--- config.mk ---
export PLATFORM = sky130hd
export DESIGN_NAME = intr_prio_dispatch
export DESIGN_NICKNAME = d
export VERILOG_FILES = /design/src/rtl/ipd_pkg.sv /design/src/rtl/ipd_msg_decode.sv /design/src/rtl/ipd_vec_pend.sv /design/src/rtl/ipd_special_arb.sv /design/src/rtl/intr_prio_dispatch.sv
export SDC_FILE = /design/constraint.sdc
export NUM_CORES = 1
export LEC_CHECK = 0
export ABC_AREA = 1
export BUFFER_PORTS_ARGS = -buffer_cell sky130_fd_sc_hd__buf_2
export CAP_MARGIN = 20
export CORE_ASPECT_RATIO = 1.25
export CORE_MARGIN = 3
export CORE_UTILIZATION = 55
export CTS_CLUSTER_DIAMETER = 60
export DETAILED_ROUTE_END_ITERATION = 7
export GPL_ROUTABILITY_DRIVEN = 0
export PLACE_DENSITY = 0.67
export RECOVER_POWER = 100
export SYNTH_ARGS = -nofsm -noshare
export SYNTH_HDL_FRONTEND = slang
export SYNTH_SLANG_ARGS = --single-unit
--- constraint.sdc ---
create_clock -name clk -period 6.1 [get_ports clk]
set_input_delay 0.61 -clock clk [delete_from_list [all_inputs] [get_ports clk]]
set_output_delay 0.61 -clock clk [all_outputs]
set_load 0.02 [all_outputs]
--- src/rtl/ipd_pkg.sv ---
package ipd_pkg;
  typedef enum logic [2:0] {
    K_NONE  = 3'd0,
    K_FIXED = 3'd1,
    K_NMI   = 3'd2,
    K_INIT  = 3'd3,
    K_SMI   = 3'd4,
    K_STOP  = 3'd5,
    K_FLUSH = 3'd6
  } kind_e;

  localparam logic [2:0] MODE_FIXED  = 3'b000;
  localparam logic [2:0] MODE_SMI    = 3'b010;
  localparam logic [2:0] MODE_NMI    = 3'b100;
  localparam logic [2:0] MODE_INIT   = 3'b101;
  localparam logic [2:0] MODE_START  = 3'b110;
  localparam logic [2:0] MODE_EXTINT = 3'b111;

  // number of special sources; bit index 0 is the lowest ranked (NMI)
  localparam int NSPEC = 5;

  function automatic logic vec_is_illegal(input int v, input int lim);
    return v < lim;
  endfunction

  function automatic int vec_class(input int v, input int grp_w);
    return v >> grp_w;
  endfunction

  function automatic kind_e spec_kind(input int idx);
    return kind_e'(idx + 2);
  endfunction
endpackage

--- src/rtl/ipd_msg_decode.sv ---
module ipd_msg_decode
  import ipd_pkg::*;
#(
  parameter int VEC_W   = 8,
  parameter int ILL_LIM = 16
) (
  input  logic             valid,
  input  logic [2:0]       mode,
  input  logic [VEC_W-1:0] vector,
  input  logic             deassert,
  output logic             fix_set,
  output logic [VEC_W-1:0] fix_vec,
  output logic             ill_set,
  output logic             smi_set,
  output logic             init_set,
  output logic             nmi_set
);
  logic is_fixed;
  logic illegal;

  assign is_fixed = valid && (mode == MODE_FIXED);
  assign illegal  = vec_is_illegal(int'(vector), ILL_LIM);

  always_comb begin
    fix_set  = is_fixed && !illegal;
    ill_set  = is_fixed && illegal;
    fix_vec  = vector;
    smi_set  = 1'b0;
    init_set = 1'b0;
    nmi_set  = 1'b0;
    if (valid) begin
      unique case (mode)
        MODE_SMI:  smi_set  = 1'b1;
        MODE_NMI:  nmi_set  = 1'b1;
        MODE_INIT: init_set = !deassert;
        default:   ;
      endcase
    end
  end
endmodule

--- src/rtl/ipd_vec_pend.sv ---
module ipd_vec_pend #(
  parameter int VEC_W = 8,
  parameter int GRP_W = 4
) (
  input  logic             clk,
  input  logic             rst_n,
  input  logic             set_en,
  input  logic [VEC_W-1:0] set_vec,
  input  logic             clr_en,
  input  logic [VEC_W-1:0] clr_vec,
  output logic [(1<<VEC_W)-1:0] pend,
  output logic             any,
  output logic [VEC_W-1:0] top_vec
);
  localparam int N     = 1 << VEC_W;
  localparam int G     = 1 << GRP_W;
  localparam int NC    = N / G;
  localparam int CLS_W = VEC_W - GRP_W;

  logic [N-1:0]     set_mask, clr_mask;
  logic [NC-1:0]    cls_any;
  logic [GRP_W-1:0] cls_top [NC];
  logic [CLS_W-1:0] top_cls;

  assign set_mask = set_en ? (N'(1) << set_vec) : '0;
  assign clr_mask = clr_en ? (N'(1) << clr_vec) : '0;

  // a new arrival outranks the retire of the same bit
  always_ff @(posedge clk or negedge rst_n) begin
    if (!rst_n) pend <= '0;
    else        pend <= (pend & ~clr_mask) | set_mask;
  end

  for (genvar c = 0; c < NC; c++) begin : g_cls
    assign cls_any[c] = |pend[c*G +: G];
    always_comb begin
      cls_top[c] = '0;
      for (int b = 0; b < G; b++)
        if (pend[c*G + b]) cls_top[c] = GRP_W'(b);
    end
  end

  always_comb begin
    top_cls = '0;
    for (int c = 0; c < NC; c++)
      if (cls_any[c]) top_cls = CLS_W'(c);
  end

  assign any     = |cls_any;
  assign top_vec = {top_cls, cls_top[top_cls]};
endmodule

--- src/rtl/ipd_special_arb.sv ---
module ipd_special_arb
  import ipd_pkg::*;
(
  input  logic             clk,
  input  logic             rst_n,
  input  logic [NSPEC-1:0] set_bits,
  input  logic             clr_en,
  output logic [NSPEC-1:0] pend,
  output logic             any,
  output kind_e            sel_kind
);
  logic [NSPEC-1:0] top_onehot;

  always_comb begin
    top_onehot = '0;
    sel_kind   = K_NONE;
    for (int i = 0; i < NSPEC; i++)
      if (pend[i]) begin
        top_onehot = NSPEC'(1) << i;
        sel_kind   = spec_kind(i);
      end
  end

  always_ff @(posedge clk or negedge rst_n) begin
    if (!rst_n) pend <= '0;
    else        pend <= (pend & ~(clr_en ? top_onehot : '0)) | set_bits;
  end

  assign any = |pend;
endmodule

--- src/rtl/intr_prio_dispatch.sv ---
module intr_prio_dispatch
  import ipd_pkg::*;
#(
  parameter int VEC_W   = 8,
  parameter int GRP_W   = 4,
  parameter int ILL_LIM = 16
) (
  input  logic             clk,
  input  logic             rst_n,
  input  logic             msg_valid,
  input  logic [2:0]       msg_mode,
  input  logic [VEC_W-1:0] msg_vector,
  input  logic             msg_deassert,
  input  logic             flush_in,
  input  logic             stop_in,
  input  logic             smi_in,
  input  logic             init_in,
  input  logic             nmi_in,
  input  logic             ien_set,
  input  logic             ien_clr,
  input  logic             core_ack,
  output logic             core_req,
  output logic [2:0]       core_kind,
  output logic [VEC_W-1:0] core_vector,
  input  logic             err_clr,
  output logic             err_rx_illegal
);
  localparam int N = 1 << VEC_W;

  logic             fix_set, ill_set, smi_set, init_set, nmi_set;
  logic [VEC_W-1:0] fix_vec, top_vec;
  logic [N-1:0]     fix_pend;
  logic             fix_any, spec_any;
  logic [NSPEC-1:0] spec_set, spec_pend;
  kind_e            spec_kind_sel, kind_sel;
  logic             ien_q, ack_fire, spec_retire, fix_retire;

  ipd_msg_decode #(.VEC_W(VEC_W), .ILL_LIM(ILL_LIM)) u_dec (
    .valid(msg_valid), .mode(msg_mode), .vector(msg_vector),
    .deassert(msg_deassert), .fix_set(fix_set), .fix_vec(fix_vec),
    .ill_set(ill_set), .smi_set(smi_set), .init_set(init_set),
    .nmi_set(nmi_set)
  );

  // bit order follows rank: index 4 is the most urgent
  assign spec_set = {flush_in, stop_in, smi_in | smi_set,
                     init_in | init_set, nmi_in | nmi_set};

  ipd_special_arb u_spec (
    .clk(clk), .rst_n(rst_n), .set_bits(spec_set), .clr_en(spec_retire),
    .pend(spec_pend), .any(spec_any), .sel_kind(spec_kind_sel)
  );

  ipd_vec_pend #(.VEC_W(VEC_W), .GRP_W(GRP_W)) u_fix (
    .clk(clk), .rst_n(rst_n), .set_en(fix_set), .set_vec(fix_vec),
    .clr_en(fix_retire), .clr_vec(top_vec), .pend(fix_pend),
    .any(fix_any), .top_vec(top_vec)
  );

  always_ff @(posedge clk or negedge rst_n) begin
    if (!rst_n)       ien_q <= 1'b0;
    else if (ien_clr) ien_q <= 1'b0;
    else if (ien_set) ien_q <= 1'b1;
  end

  always_ff @(posedge clk or negedge rst_n) begin
    if (!rst_n)       err_rx_illegal <= 1'b0;
    else if (ill_set) err_rx_illegal <= 1'b1;
    else if (err_clr) err_rx_illegal <= 1'b0;
  end

  always_comb begin
    if (spec_any)             kind_sel = spec_kind_sel;
    else if (ien_q && fix_any) kind_sel = K_FIXED;
    else                      kind_sel = K_NONE;
  end

  assign core_req    = (kind_sel != K_NONE);
  assign core_kind   = kind_sel;
  assign core_vector = (kind_sel == K_FIXED) ? top_vec : '0;
  assign ack_fire    = core_ack && core_req;
  assign spec_retire = ack_fire && spec_any;
  assign fix_retire  = ack_fire && !spec_any;
endmodule

==> results.toml, run 1 <==
[critical_path]
critical_path_required_ns = 5.49
arrival_ns = 5.03
crit_fanout = 42
setup.worst_path.class = "register to output port"
cp-start-kind = "register"
endpoint_kind = "output port"

[routing]
drc = 0
firstDrtPassIters = 7
drt_iter0_markers = 2027
vias = 17300
wire_per_inst_um = 21.5
viasPerCell = 6.19
antenna_left = 0
drt-total-wl_um = 60000

[clock_tree]
cts_buffer_depth = 3
cts_setup_buffers = 0
clkLatencyLatePin_ns = 0.57
cts_sinks = 263
postCtsHoldBufs = 0
clock_tree.root_cell = "clkbuf_16"
clk_pin_slew_ns = 0.06
post_cts_resize_count = 0
cts_buffers = 29
htreeDepth = 1
tritoncts = "built"

[yosys]
synth.most_common_cell = "nand2_1"
yosys_warnings = 0
synth.cell_area_um2 = 16800
ys_types = 50
synth_nets = 2449
syn_area_per_cell_um2 = 6.92
netlist_top_cells_area = "dfrtp_1, nand2_1, nand3_1, nor2_1, nand4_1"
ys.flop_type = "dfrtp_1"
synth_seq_area_share = 0.392
yosys-top-cells-count = "nand2_1, nor2_1, dfrtp_1"
synth_edf_count = 0
synth_top_cell_by_area = "dfrtp_1"
synth-seq-cells = 263
yosysTopAreaCellShare = 0.392
synthArstFlopShare = 1.00
netlist_instances = 2425

[sta]
fmax_ghz = 0.177
period_share = 0.924
setup_ws_ns = 0.463
fin_hold_ws_ns = 0.209
setup_tns_ns = 0
hold_violations = 0
rsz0062_at_grt = "no"
post-route-min-period_ns = 5.64
finalClockSkew_ns = 0.0209
slew_viol_final = 384
worst_pin_slew_ns = 3.26
setup_viol = 0
slew_headroom = -1.17

[global_routing]
antenna_found_initial = 0
grt.total_usage = 0.364
grt_max_degree = 143
grt_pass1_vias = 16000
grt_pass1_wl_um = 93500
overflow = 0

[status]
violations = "capacitance limit, slew limit"
status = "finished with violations"

[die]
core_um2 = 29700
fp-row-count = 70
die_h_um = 201
initial_utilization = 0.565
fp.dieW_um = 162
io_pins = 37
die_area_um2 = 32600

[min_path]
hold_class = "input pin to register"

[finish]
design_area_um2 = 17700
final_cells = 2790
finalNetCount = 2399
area_delta_synth_final_pct = 5.59
fin_util = 0.597
num_antenna_cells = 0
drive_above_1_share = 0.0668

[power_and_ir_drop]
p_per_area_nw_per_um2 = 331
totalPowerFinal_mw = 5.86
power_leakage_nw = 8.73
peakVddDrop_mv = 0.275

[place]
post-place-cells = 2740
place_ws_ns = 1.25
hpwl_um = 39800
postPlaceCellArea_um2 = 17100
numPortBuffers = 36

[flow_run]
drv_cap = 4
## area by class of cell
class	instances	area (µm²)
well taps	396	495
inverters	147	568
clock inverters	7	135
multi-input cells	1868	8670
repair buffers	66	388
clock buffers	43	878
fillers	2944	12000
flip-flops and latches	263	6580
## placed cells by master (no fill, tap or decap), drive strengths merged, types with 16 or more instances in the layout
cell / count
nand3: 222
inv: 144
nor2: 327
buf: 48
clkbuf: 61
nor4: 53
nand2: 857
o21bai: 16
dfrtp: 263
a21oi: 38
o21ai: 27
nand4: 173
nor3: 116
## logic make-up after synthesis
logic type | count (synthesis) | share of synthesized area
AND/OR/NAND/NOR | 1764 | 0.499
buffers and inverters | 294 | 0.0718
flip-flops | 263 | 0.392
AO/OA/AOI/OAI | 104 | 0.0369
## worst paths after layout
kind	start	endpoint	slack, ns	cells past startpoint
max in group asynchronous	rst_n	u_fix.pend[82]	1.55	2
setup reg to reg	u_fix.pend[140]	u_fix.pend[144]	0.54	18
min in group asynchronous	rst_n	u_fix.pend[203]	0.99	1
setup / recovery	u_fix.pend[140]	core_vector[2]	0.46	15
hold reg to reg	u_fix.pend[73]	u_fix.pend[73]	0.47	2
hold / removal	ien_clr	ien_q	0.21	2
## worst max-delay path: stages, from the launching register on
cell and delay [ns]:
dfrtp_1 0.41, nor4_1 0.78, nand4_1 0.30, nor2_1 0.33
o21ai_1 0.14, nand2_1 0.08, nand2_1 0.09, nand2_4 0.40
buf_4 0.55, nand3_1 0.13, nand3_1 0.10, nand3_1 0.19
nand2_8 0.22, inv_4 0.14, nor2_1 0.25, clkbuf_1 0.28
## power by group
| part | switching (mW) | internal [mW] | total, mW |
|---|---|---|---|
| registers | 0.0229 | 1.77 | 1.79 |
| clock network | 0.744 | 1.15 | 1.90 |
| logic | 1.77 | 0.399 | 2.17 |
## flip-flops by register name, summed over array words and instances, names as in the netlist
register	count
err_rx_illegal	1
u_fix.pend	256
u_spec.pend	5
ien_q	1
## metal layers
layer	GRT usage	wire, µm	vias to the layer above
li1	-	-	7894
met1	0.515	24300	8204
met2	0.545	26800	999
met3	0.0651	5970	174
met4	0.162	3010	0
met5	0	0	-
Note: power is estimated with default switching activity, not from simulation.
==> run 2: changes to the inputs <==
--- a/config.mk
+++ b/config.mk
@@ -5,7 +5,7 @@
 export SDC_FILE = /design/constraint.sdc
 export NUM_CORES = 1
 export LEC_CHECK = 0
-export ABC_AREA = 1
+export ABC_AREA = 0
 export BUFFER_PORTS_ARGS = -buffer_cell sky130_fd_sc_hd__buf_2
 export CAP_MARGIN = 20
 export CORE_ASPECT_RATIO = 1.25
==> run 2 against run 1 <==
The flow still finishes with violations (capacitance limit, slew limit); sequential cell count stayed put; clock skew is 0.0038 ns higher; hold slack worse by 0.012 ns; final area is 3.0% lower; critical endpoint is now u_fix.pend[135]; largest cell class unchanged.
==> results.toml, run 2 <==
[status]
status = "finished with violations"
violations = "capacitance limit, slew limit"

[yosys]
synth_seq_area_share = 0.420
syn_area_per_cell_um2 = 7.83
synth-seq-cells = 263
synth_top_cell_by_area = "dfrtp_1"
synth_nets = 2025
synth_edf_count = 0
netlist_top_cells_area = "dfrtp_1, nor2_1, nor4_1, a21oi_1, clkbuf_1"
netlist_instances = 2001
yosysTopAreaCellShare = 0.420
yosys-top-cells-count = "nor2_1, a21oi_1, dfrtp_1"
ys.flop_type = "dfrtp_1"
synthArstFlopShare = 1.00
synth.most_common_cell = "nor2_1"
yosys_warnings = 0
ys_types = 72
synth.cell_area_um2 = 15700

[global_routing]
antenna_found_initial = 0
grt_max_degree = 97
grt_pass1_vias = 15900
overflow = 0
grt.total_usage = 0.395
grt_pass1_wl_um = 94100

[sta]
setup_viol = 0
rsz0062_at_grt = "no"
worst_pin_slew_ns = 5.41
slew_viol_final = 172
setup_tns_ns = 0
hold_violations = 0
period_share = 0.982
finalClockSkew_ns = 0.0248
slew_headroom = -2.61
fmax_ghz = 0.167
post-route-min-period_ns = 5.99

[finish]
fill_cells = 2477
multiInputGateArea_um2 = 8260
final_cells = 2365
largest_reg_flops = 256
layout_common_cells = "nor2_1, a21oi_1, dfrtp_1, nor4_1, inv_1"
drive_above_1_share = 0.0799
seqCellArea_um2 = 6580
mostFrequentLayoutCell = "nor2_1"
finalNetCount = 2017
reg_top3 = "u_fix.pend (256), u_spec.pend (5)"
area_delta_synth_final_pct = 9.67
num_antenna_cells = 0
regMostFlops = "u_fix.pend"

[power_and_ir_drop]
peakVddDrop_mv = 0.229
power_leakage_nw = 6.89
p_per_area_nw_per_um2 = 266

[die]
fp-row-count = 68
io_pins = 37
die_area_um2 = 30500
initial_utilization = 0.563
fp.dieW_um = 157
core_um2 = 27800
die_h_um = 195

[critical_path]
cp-start-kind = "register"
setup.worst_path.class = "register to register"
r2r.worst_path.cells = 12
arrival_ns = 6.38
endpoint_kind = "register"
crit_fanout = 21
critical_path_required_ns = 6.49

[routing]
drt-total-wl_um = 62000
vias = 16700
drc = 0
drt_iter0_markers = 2282
viasPerCell = 7.08
wire_per_inst_um = 26.2
firstDrtPassIters = 6
antenna_left = 0

[place]
numPortBuffers = 36
hpwl_um = 40800
post-place-cells = 2309

[flow_run]
drv_cap = 2

[clock_tree]
clkLatencyLatePin_ns = 0.57
cts_buffers = 29
htreeDepth = 1
cts_buffer_depth = 3
tritoncts = "built"
cts_setup_buffers = 0
clock_tree.root_cell = "clkbuf_16"
cts_sinks = 263
clk_pin_slew_ns = 0.06
postCtsHoldBufs = 0

[min_path]
whs_path_depth = 2
hold_class = "input pin to register"
[run 2: cell types whose count changed in the layout (fill, tap and decap cells not counted), moves of 25 or more]
cell / change
a2111oi_0: +26
nand2_1: -792
inv_1: -71
nor2b_1: +25
a31oi_1: +31
nand3_1: -182
nand4_1: -149
nor4_1: +170
a21oi_1: +237
nor3_1: -71
nor2_1: +197
[run 2: power by group]
| part | switching (mW) | internal (mW) |
|---|---|---|
| Sequential | 0.0269 | 1.77 |
| Combinational | 0.712 | 0.202 |
| Clock | 0.767 | 1.09 |
[run 2: final cells by class]
cell class	count	area share
clock buffers	37	0.0463
clock inverters	16	0.0112
inverters	64	0.0140
multi-input cells	1538	0.481
flip-flops and latches	263	0.383
well taps	350	0.0255
repair buffers	97	0.0387
[run 2: worst paths after layout]
check,from,to,slack [ns]
hold / removal,ien_clr,ien_q,0.20
setup reg to reg,u_fix.pend[132],u_fix.pend[135],0.11
min in group asynchronous,rst_n,u_fix.pend[199],2.01
setup / recovery,u_fix.pend[132],u_fix.pend[135],0.11
hold reg to reg,u_fix.pend[177],u_fix.pend[177],0.53
max in group asynchronous,rst_n,u_fix.pend[100],1.04
[run 2: cells by family after synthesis]
family / share of synthesized area
and+or+nand+nor: 0.301
AOI/OAI and AO/OA: 0.223
DFF: 0.420
buffers and inverters: 0.0533
muxes: 0.00256
[run 2: critical path: stages, from the launching register on]
cell       delay, ns
dfrtp_1         0.43
nor4_1          0.95
and4_1          0.37
a211oi_1        0.13
a2111oi_4       0.65
nor2_1          0.37
clkbuf_1        0.31
a21oi_1         0.23
o221ai_1        0.28
or4_1           0.89
a21oi_1         0.35
clkbuf_2        0.64
o221ai_1        0.20
[run 2: per-stage QoR]
stage / setup WS [ns] / hold WS (ns) / utilization / instance area (µm²) / total power, mW
after floorplan: 1.88 / 0.314 / - / 15700 / 2.33
after global placement: 0.799 / 0.505 / 0.582 / 16200 / 2.70
after detailed placement: 0.629 / 0.509 / 0.583 / 16200 / 2.71
after CTS: 0.243 / 0.106 / 0.619 / 17200 / 4.55
after global routing: 0.107 / 0.190 / 0.617 / 17200 / 4.67
final: 0.110 / 0.196 / 0.617 / 17200 / 4.57
[run 2: routing by layer]
layer / vias up / global-route usage / wire length (µm)
li1: 7382 / - / -
met1: 7963 / 0.518 / 22700
met2: 1102 / 0.597 / 27600
met3: 288 / 0.0875 / 7350
met4: 0 / 0.233 / 4350
met5: - / 0 / 0
[run 2: what timing repair did]
item                                    4_1_cts  5_1_grt
gates resized for setup                       0        1
endpoints found under the setup margin        0        1
hold endpoints to repair                      0        0
